==> src/rtl/pcseq_pkg.sv <==
package pcseq_pkg;
   typedef enum logic [1:0] {
      BK_ABS = 2'd0,
      BK_REL = 2'd1,
      BK_SET = 2'd2,
      BK_RSV = 2'd3
   } br_kind_e;

   localparam int unsigned PC_STEP = 4;

   // base condition for selector s (before the invert bit)
   function automatic logic base_cond(input logic [2:0] s, input logic z,
                                      input logic n, input logic v, input logic c);
      logic r;
      case (s)
         3'd0: r = 1'b1;
         3'd1: r = c & ~z;
         3'd2: r = ~c;
         3'd3: r = ~z;
         3'd4: r = ~v;
         3'd5: r = ~n;
         3'd6: r = ~(n ^ v);
         default: r = ~z & ~(n ^ v);
      endcase
      return r;
   endfunction
endpackage

==> src/rtl/pcseq_cond_eval.sv <==
module pcseq_cond_eval
   import pcseq_pkg::*;
#(
   parameter int unsigned CC_W = 4
) (
   input  logic [CC_W-1:0] cond_i,
   input  logic            z_i,
   input  logic            n_i,
   input  logic            v_i,
   input  logic            c_i,
   output logic            hit_o
);
   localparam int unsigned SEL_W = CC_W - 1;
   localparam int unsigned N_SEL = 1 << SEL_W;

   logic [N_SEL-1:0] base_vec;

   generate
      for (genvar s = 0; s < N_SEL; s++) begin : g_sel
         assign base_vec[s] = base_cond(3'(s), z_i, n_i, v_i, c_i);
      end
   endgenerate

   assign hit_o = base_vec[cond_i[CC_W-1:1]] ^ cond_i[0];

   initial begin
      a_r3_cc_width: assert (CC_W == 4);
   end
endmodule

==> src/rtl/pcseq_target.sv <==
module pcseq_target
   import pcseq_pkg::*;
#(
   parameter int unsigned XLEN  = 32,
   parameter int unsigned ABS_W = 23,
   parameter int unsigned OFF_W = 16
) (
   input  logic [1:0]       kind_i,
   input  logic [ABS_W-1:0] abs_word_i,
   input  logic [XLEN-1:0]  base_i,
   input  logic [OFF_W-1:0] offset_i,
   output logic [XLEN-1:0]  target_o
);
   localparam int unsigned ABS_PAD = XLEN - ABS_W - 2;
   localparam int unsigned OFF_PAD = XLEN - OFF_W;

   logic [XLEN-1:0] abs_tgt;
   logic [XLEN-1:0] off_ext;
   logic [XLEN-1:0] rel_tgt;

   generate
      if (ABS_PAD > 0) begin : g_abs_pad
         assign abs_tgt = {{ABS_PAD{1'b0}}, abs_word_i, 2'b00};
      end else begin : g_abs_full
         assign abs_tgt = {abs_word_i, 2'b00};
      end
   endgenerate

   assign off_ext = {{OFF_PAD{offset_i[OFF_W-1]}}, offset_i};
   assign rel_tgt = base_i + {off_ext[XLEN-3:0], 2'b00};

   always_comb begin
      case (br_kind_e'(kind_i))
         BK_REL:  target_o = rel_tgt;
         default: target_o = abs_tgt;
      endcase
   end
endmodule

==> src/rtl/pcseq_redirect.sv <==
module pcseq_redirect
   import pcseq_pkg::*;
#(
   parameter int unsigned XLEN    = 32,
   parameter int unsigned SLOT_BR = 1,
   parameter int unsigned SLOT_LD = 2
) (
   input  logic            clk_i,
   input  logic            rst_ni,
   input  logic            stall_i,
   input  logic            req_br_i,
   input  logic            req_alu_i,
   input  logic            req_ld_i,
   input  logic [XLEN-1:0] br_tgt_i,
   input  logic [XLEN-1:0] wr_data_i,
   output logic [XLEN-1:0] pc_o
);
   localparam int unsigned CNT_W = $clog2(SLOT_LD + 1);

   logic [XLEN-1:0]  pc_q, tgt_q, sel_tgt;
   logic [CNT_W-1:0] cnt_q, sel_cnt;
   logic             any_req, accept, land;

   assign any_req = req_br_i | req_alu_i | req_ld_i;
   assign accept  = any_req & ~stall_i & (cnt_q == '0);
   assign land    = ~stall_i & (cnt_q == CNT_W'(1));

   // load write outranks ALU write, which outranks branch
   always_comb begin
      if (req_ld_i) begin
         sel_tgt = wr_data_i;
         sel_cnt = CNT_W'(SLOT_LD);
      end else if (req_alu_i) begin
         sel_tgt = wr_data_i;
         sel_cnt = CNT_W'(SLOT_BR);
      end else begin
         sel_tgt = br_tgt_i;
         sel_cnt = CNT_W'(SLOT_BR);
      end
   end

   always_ff @(posedge clk_i) begin
      if (!rst_ni) begin
         pc_q  <= '0;
         tgt_q <= '0;
         cnt_q <= '0;
      end else if (!stall_i) begin
         if (land) begin
            pc_q  <= tgt_q;
            cnt_q <= '0;
         end else begin
            pc_q <= pc_q + XLEN'(PC_STEP);
            if (cnt_q != '0) begin
               cnt_q <= cnt_q - CNT_W'(1);
            end else if (accept) begin
               cnt_q <= sel_cnt;
               tgt_q <= sel_tgt;
            end
         end
      end
   end

   assign pc_o = pc_q;

   a_r11_stall_hold: assert property (@(posedge clk_i) disable iff (!rst_ni)
      stall_i |=> ($stable(pc_q) && $stable(cnt_q) && $stable(tgt_q)));

   a_r2_step: assert property (@(posedge clk_i) disable iff (!rst_ni)
      (!stall_i && cnt_q == '0) |=> pc_q == $past(pc_q) + XLEN'(PC_STEP));

   a_r7_land: assert property (@(posedge clk_i) disable iff (!rst_ni)
      (!stall_i && cnt_q == CNT_W'(1)) |=> pc_q == $past(tgt_q));

   a_r12_first_wins: assert property (@(posedge clk_i) disable iff (!rst_ni)
      (cnt_q != '0) |=> $stable(tgt_q));

   a_r9_slot_bound: assert property (@(posedge clk_i) disable iff (!rst_ni)
      cnt_q <= CNT_W'(SLOT_LD));
endmodule

==> src/rtl/pcseq_top.sv <==
module pcseq_top
   import pcseq_pkg::*;
#(
   parameter int unsigned XLEN    = 32,
   parameter int unsigned ABS_W   = 23,
   parameter int unsigned OFF_W   = 16,
   parameter int unsigned SLOT_BR = 1,
   parameter int unsigned SLOT_LD = 2
) (
   input  logic             clk_i,
   input  logic             rst_ni,
   input  logic             stall_i,
   input  logic             br_issue_i,
   input  logic [1:0]       br_kind_i,
   input  logic [3:0]       cond_i,
   input  logic [ABS_W-1:0] abs_word_i,
   input  logic [XLEN-1:0]  base_i,
   input  logic [OFF_W-1:0] offset_i,
   input  logic             flag_z_i,
   input  logic             flag_n_i,
   input  logic             flag_v_i,
   input  logic             flag_c_i,
   input  logic             alu_pc_wr_i,
   input  logic             ld_pc_wr_i,
   input  logic [XLEN-1:0]  wr_data_i,
   output logic [XLEN-1:0]  fetch_pc_o,
   output logic             set_wr_o,
   output logic [XLEN-1:0]  set_val_o
);
   generate
      if (SLOT_BR < 1 || SLOT_LD < SLOT_BR) begin : g_bad_slots
         $error("delay slot counts must satisfy 1 <= SLOT_BR <= SLOT_LD");
      end
      if (XLEN < ABS_W + 2 || XLEN <= OFF_W + 2) begin : g_bad_width
         $error("XLEN too narrow for the target fields");
      end
   endgenerate

   logic            cond_hit;
   logic [XLEN-1:0] br_tgt;
   logic            is_jump, is_set, req_br;

   pcseq_cond_eval #(.CC_W(4)) u_cond (
      .cond_i (cond_i),
      .z_i    (flag_z_i),
      .n_i    (flag_n_i),
      .v_i    (flag_v_i),
      .c_i    (flag_c_i),
      .hit_o  (cond_hit)
   );

   pcseq_target #(.XLEN(XLEN), .ABS_W(ABS_W), .OFF_W(OFF_W)) u_tgt (
      .kind_i     (br_kind_i),
      .abs_word_i (abs_word_i),
      .base_i     (base_i),
      .offset_i   (offset_i),
      .target_o   (br_tgt)
   );

   assign is_jump = br_issue_i & ((br_kind_e'(br_kind_i) == BK_ABS) |
                                  (br_kind_e'(br_kind_i) == BK_REL));
   assign is_set  = br_issue_i & (br_kind_e'(br_kind_i) == BK_SET);
   assign req_br  = is_jump & cond_hit;

   pcseq_redirect #(.XLEN(XLEN), .SLOT_BR(SLOT_BR), .SLOT_LD(SLOT_LD)) u_redir (
      .clk_i     (clk_i),
      .rst_ni    (rst_ni),
      .stall_i   (stall_i),
      .req_br_i  (req_br),
      .req_alu_i (alu_pc_wr_i),
      .req_ld_i  (ld_pc_wr_i),
      .br_tgt_i  (br_tgt),
      .wr_data_i (wr_data_i),
      .pc_o      (fetch_pc_o)
   );

   assign set_wr_o  = is_set & ~stall_i;
   assign set_val_o = {{(XLEN-1){1'b0}}, cond_hit};

   a_r10_set_no_redirect: assert property (@(posedge clk_i) disable iff (!rst_ni)
      (set_wr_o && !alu_pc_wr_i && !ld_pc_wr_i && fetch_pc_o == '0) |=> fetch_pc_o != '0);
endmodule

==> config.mk <==
export PLATFORM = sky130hd
export DESIGN_NAME = pcseq_top
export DESIGN_NICKNAME = d
export VERILOG_FILES = /design/src/rtl/pcseq_pkg.sv /design/src/rtl/pcseq_cond_eval.sv /design/src/rtl/pcseq_target.sv /design/src/rtl/pcseq_redirect.sv /design/src/rtl/pcseq_top.sv
export SDC_FILE = /design/constraint.sdc
export NUM_CORES = 1
export LEC_CHECK = 0
export ABC_AREA = 1
export CAP_MARGIN = 5
export CELL_PAD_IN_SITES_DETAIL_PLACEMENT = 1
export CELL_PAD_IN_SITES_GLOBAL_PLACEMENT = 2
export CORE_MARGIN = 3
export CORE_UTILIZATION = 32
export CTS_CLUSTER_DIAMETER = 120
export DETAILED_ROUTE_END_ITERATION = 7
export DONT_BUFFER_PORTS = 1
export PLACE_DENSITY_LB_ADDON = 0.1
export RECOVER_POWER = 100
export SYNTH_ARGS = -nofsm -noshare
export SYNTH_HDL_FRONTEND = slang
export SYNTH_SLANG_ARGS = --single-unit
==> constraint.sdc <==
create_clock -name clk_i -period 2.1 [get_ports clk_i]
set_input_delay 0.315 -clock clk_i [delete_from_list [all_inputs] [get_ports clk_i]]
set_output_delay 0.315 -clock clk_i [all_outputs]
set_load 0.02 [all_outputs]
==> flow_summary.ini <==
[run_status]
status = complete, no violations

[finish]
areaGrowthSynthToFinish_pct = 11.06
fin_area_um2 = 7579
fin_cells = 1551
nNetsFinal = 1425
final_util = 0.3686
layout-drive-gt1-share = 0.05859

[setup_path]
path_cells = clkbuf_1 > nand3_2 > nor2_4 > nand3_1 > inv_1 > nand2_1 > or2_0 > nand3_1 > nand2_1 > a21oi_2
critical_path_arrival_ns = 2.21
end_kind = flip-flop
required_ns = 2.37
start_kind = flip-flop
critical_path.slowest_cell = dfxtp_1
rr_startpoint = u_redir.pc_o[3]
path_max_fanout = 7
worst_path_largest_cell_delay_ns = 0.32
crit_type = reg2reg
setup.worst_path.start = u_redir.pc_o[3]

[clock_tree]
cts_resized = 0
clkLatencyLatePin_ns = 0.33
cts_buffers = 9
cts-root-buf = clkbuf_16
cts_tree = built
cts.clk_slew.worst_paths_ns = 0.06
htree_levels = 3
clock_path_buffers = 2
clock-sinks = 66
hold_buffers = 0
cts_setup_buffers = 0

[synth]
yosysMostFrequentCell = nand2_1
synthFlopType = dfxtp_1
yosysTopAreaCell = nand2_1
synth_cells = 1236
ys_warn_count = 0
netlist_top_cells_area = nand2_1, dfxtp_1, inv_1
yosys.cell_types.count = 52
syn_area_um2 = 6824
netlist.area_leader.share = 0.2316
async_flop_share = 0
ys_seq_area_frac = 0.1936
synth.avg_cell_area_um2 = 5.521
synth_edf_count = 0
ys_ff_latch = 66
synth_common_cells = nand2_1, inv_1, nor2_1

[pwr]
vdd_drop_max_mv = 0.2739
power_density_nw_per_um2 = 574.3
p_sw_mw = 1.547
pwr-share-comb = 0.304
p_sw_frac = 0.3555
seq_power_share = 0.331
leakage_nw = 3.812
p_int_mw = 2.805
pwr-share-clk = 0.365

[floorplanning]
die_h_um = 152.0
design.core.area_um2 = 20560
rows = 52
die_w_um = 152.0
io_pins = 184
start_util = 0.3319
die_area_um2 = 23110

[worst_hold_path]
hold_class = in2reg
min_from = stall_i

[sta]
finalSetupTns_ns = 0
finalClockSkew_ns = 0.005803
setup_viol = 0
fmax_mhz = 516.3
hold_violations = 0
drv_slew = 0
period_needed_ns = 1.937
worst_pin_slew_ns = 0.5291
period_share = 0.9223
slew_headroom = 0.6473
rsz0062_at_grt = false
timing.final.ws_setup_ns = 0.1631

[placement]
port_buffers = 0
place_area_um2 = 7392
dpl_worst_slack_ns = 0.01129
dpl.hpwl_um = 21060
placed_cells = 1534
gp_congestion = 0.8723

[route]
vias_per_cell = 4.857
dr.pass1.iters = 6
routed_wl_um = 25300
wire_per_inst_um = 16.31
drc = 0
drt_iter0_markers = 249
vias = 7533
antenna_left = 0

[global_routing]
grt_antenna_before_repair = 4
grt_pass1_vias = 7676
grt_max_degree = 42
grt_usage = 0.2143
overflow = 0
grt_pass1_wl_um = 40650

[job]
cap_viol_max_count = 0
[final timing paths]
kind         slack [ns]                to  cells past startpoint
min                 0.1  u_redir.pc_o[13]                      1
min reg2reg        0.46  u_redir.tgt_q[0]                      2
max reg2reg        0.16  u_redir.pc_o[31]                     10
max                0.16  u_redir.pc_o[31]                     10
[sequential cells by signal (all words and copies together) (netlist names)]
register	cells
u_redir.pc_o	32
u_redir.tgt_q	32
u_redir.cnt_q	2
[metal layers]
| layer | GRT usage | routed length, um |
|---|---|---|
| met3 | 0.03470 | 953 |
| met5 | 0 | 38 |
| met4 | 0.04195 | 350 |
| met2 | 0.3923 | 12800 |
| met1 | 0.2658 | 11160 |
[through the flow]
step | total power [mW] | hold slack, ns
finish | 4.352 | 0.09821
global route | 4.646 | 0.07323
CTS | 4.421 | 0.07602
detailed placement | 2.831 | 0.4278
global placement | 2.812 | 0.4248
floorplan | 2.467 | 0.4216
[area by class of cell]
cell class | count | area (um^2)
multi-input combinational | 946 | 4501
fill | 2972 | 12980
tap | 270 | 337.8
sequential | 66 | 1321
inverter | 186 | 698.2
clock buffer | 12 | 266.5
antenna | 1 | 2.502
clock inverter | 4 | 48.80
timing repair buffer | 66 | 402.9
[cell usage in the layout, fill, tap and decap left out, types with 3 or more instances in the layout]
| master | synthesis | layout |
|---|---|---|
| clkbuf_8 | 0 | 3 |
| nand2_1 | 421 | 421 |
| clkbuf_4 | 0 | 3 |
| a21oi_1 | 83 | 83 |
| o21bai_1 | 3 | 3 |
| ha_1 | 30 | 30 |
| nand4_1 | 16 | 16 |
| o21ai_0 | 43 | 45 |
| nand2_2 | 3 | 3 |
| clkbuf_1 | 21 | 30 |
| a31oi_1 | 7 | 7 |
| dfxtp_1 | 66 | 66 |
| a211oi_1 | 4 | 4 |
| conb_1 | 1 | 31 |
| nor3_1 | 11 | 12 |
| nand3_1 | 94 | 94 |
| inv_1 | 180 | 180 |
| xnor2_1 | 3 | 3 |
| buf_4 | 34 | 29 |
| nor2_4 | 6 | 6 |
| inv_2 | 5 | 5 |
| nor4_1 | 3 | 4 |
| nor2_1 | 133 | 134 |
| nor2_2 | 4 | 3 |
| o221ai_1 | 4 | 4 |
| nand3b_1 | 3 | 3 |
| or2_0 | 3 | 4 |
| xor2_1 | 8 | 8 |
| clkbuf_16 | 0 | 9 |
[logic make-up after synthesis]
kind of cell | count (synthesis) | synth area share
other | 1 | 0.0005495
flip-flops | 66 | 0.1936
adder cells (fa/ha/maj) | 31 | 0.05794
XOR/XNOR | 11 | 0.01412
AND/OR/NAND/NOR | 709 | 0.4388
buffers and inverters | 254 | 0.1613
AO/OA/AOI/OAI | 164 | 0.1337
[power groups by stage]
stage                     sequential (mW)  clock, mW  combinational (mW)
after floorplan                      1.47          0               0.992
after global placement               1.46          0                1.35
after detailed placement             1.47          0                1.36
after CTS                            1.44       1.61                1.37
after global routing                 1.45       1.67                1.52
final                                1.44       1.59                1.32
[worst max-delay path, delay by kind of cell (launching register included)]
family                 cells  cell delay, ns
AO/OA/AOI/OAI              1            0.10
buffers and inverters      2            0.45
flip-flops                 1            0.32
AND/OR/NAND/NOR            7            1.00
Power figures use the tool's default switching activity.
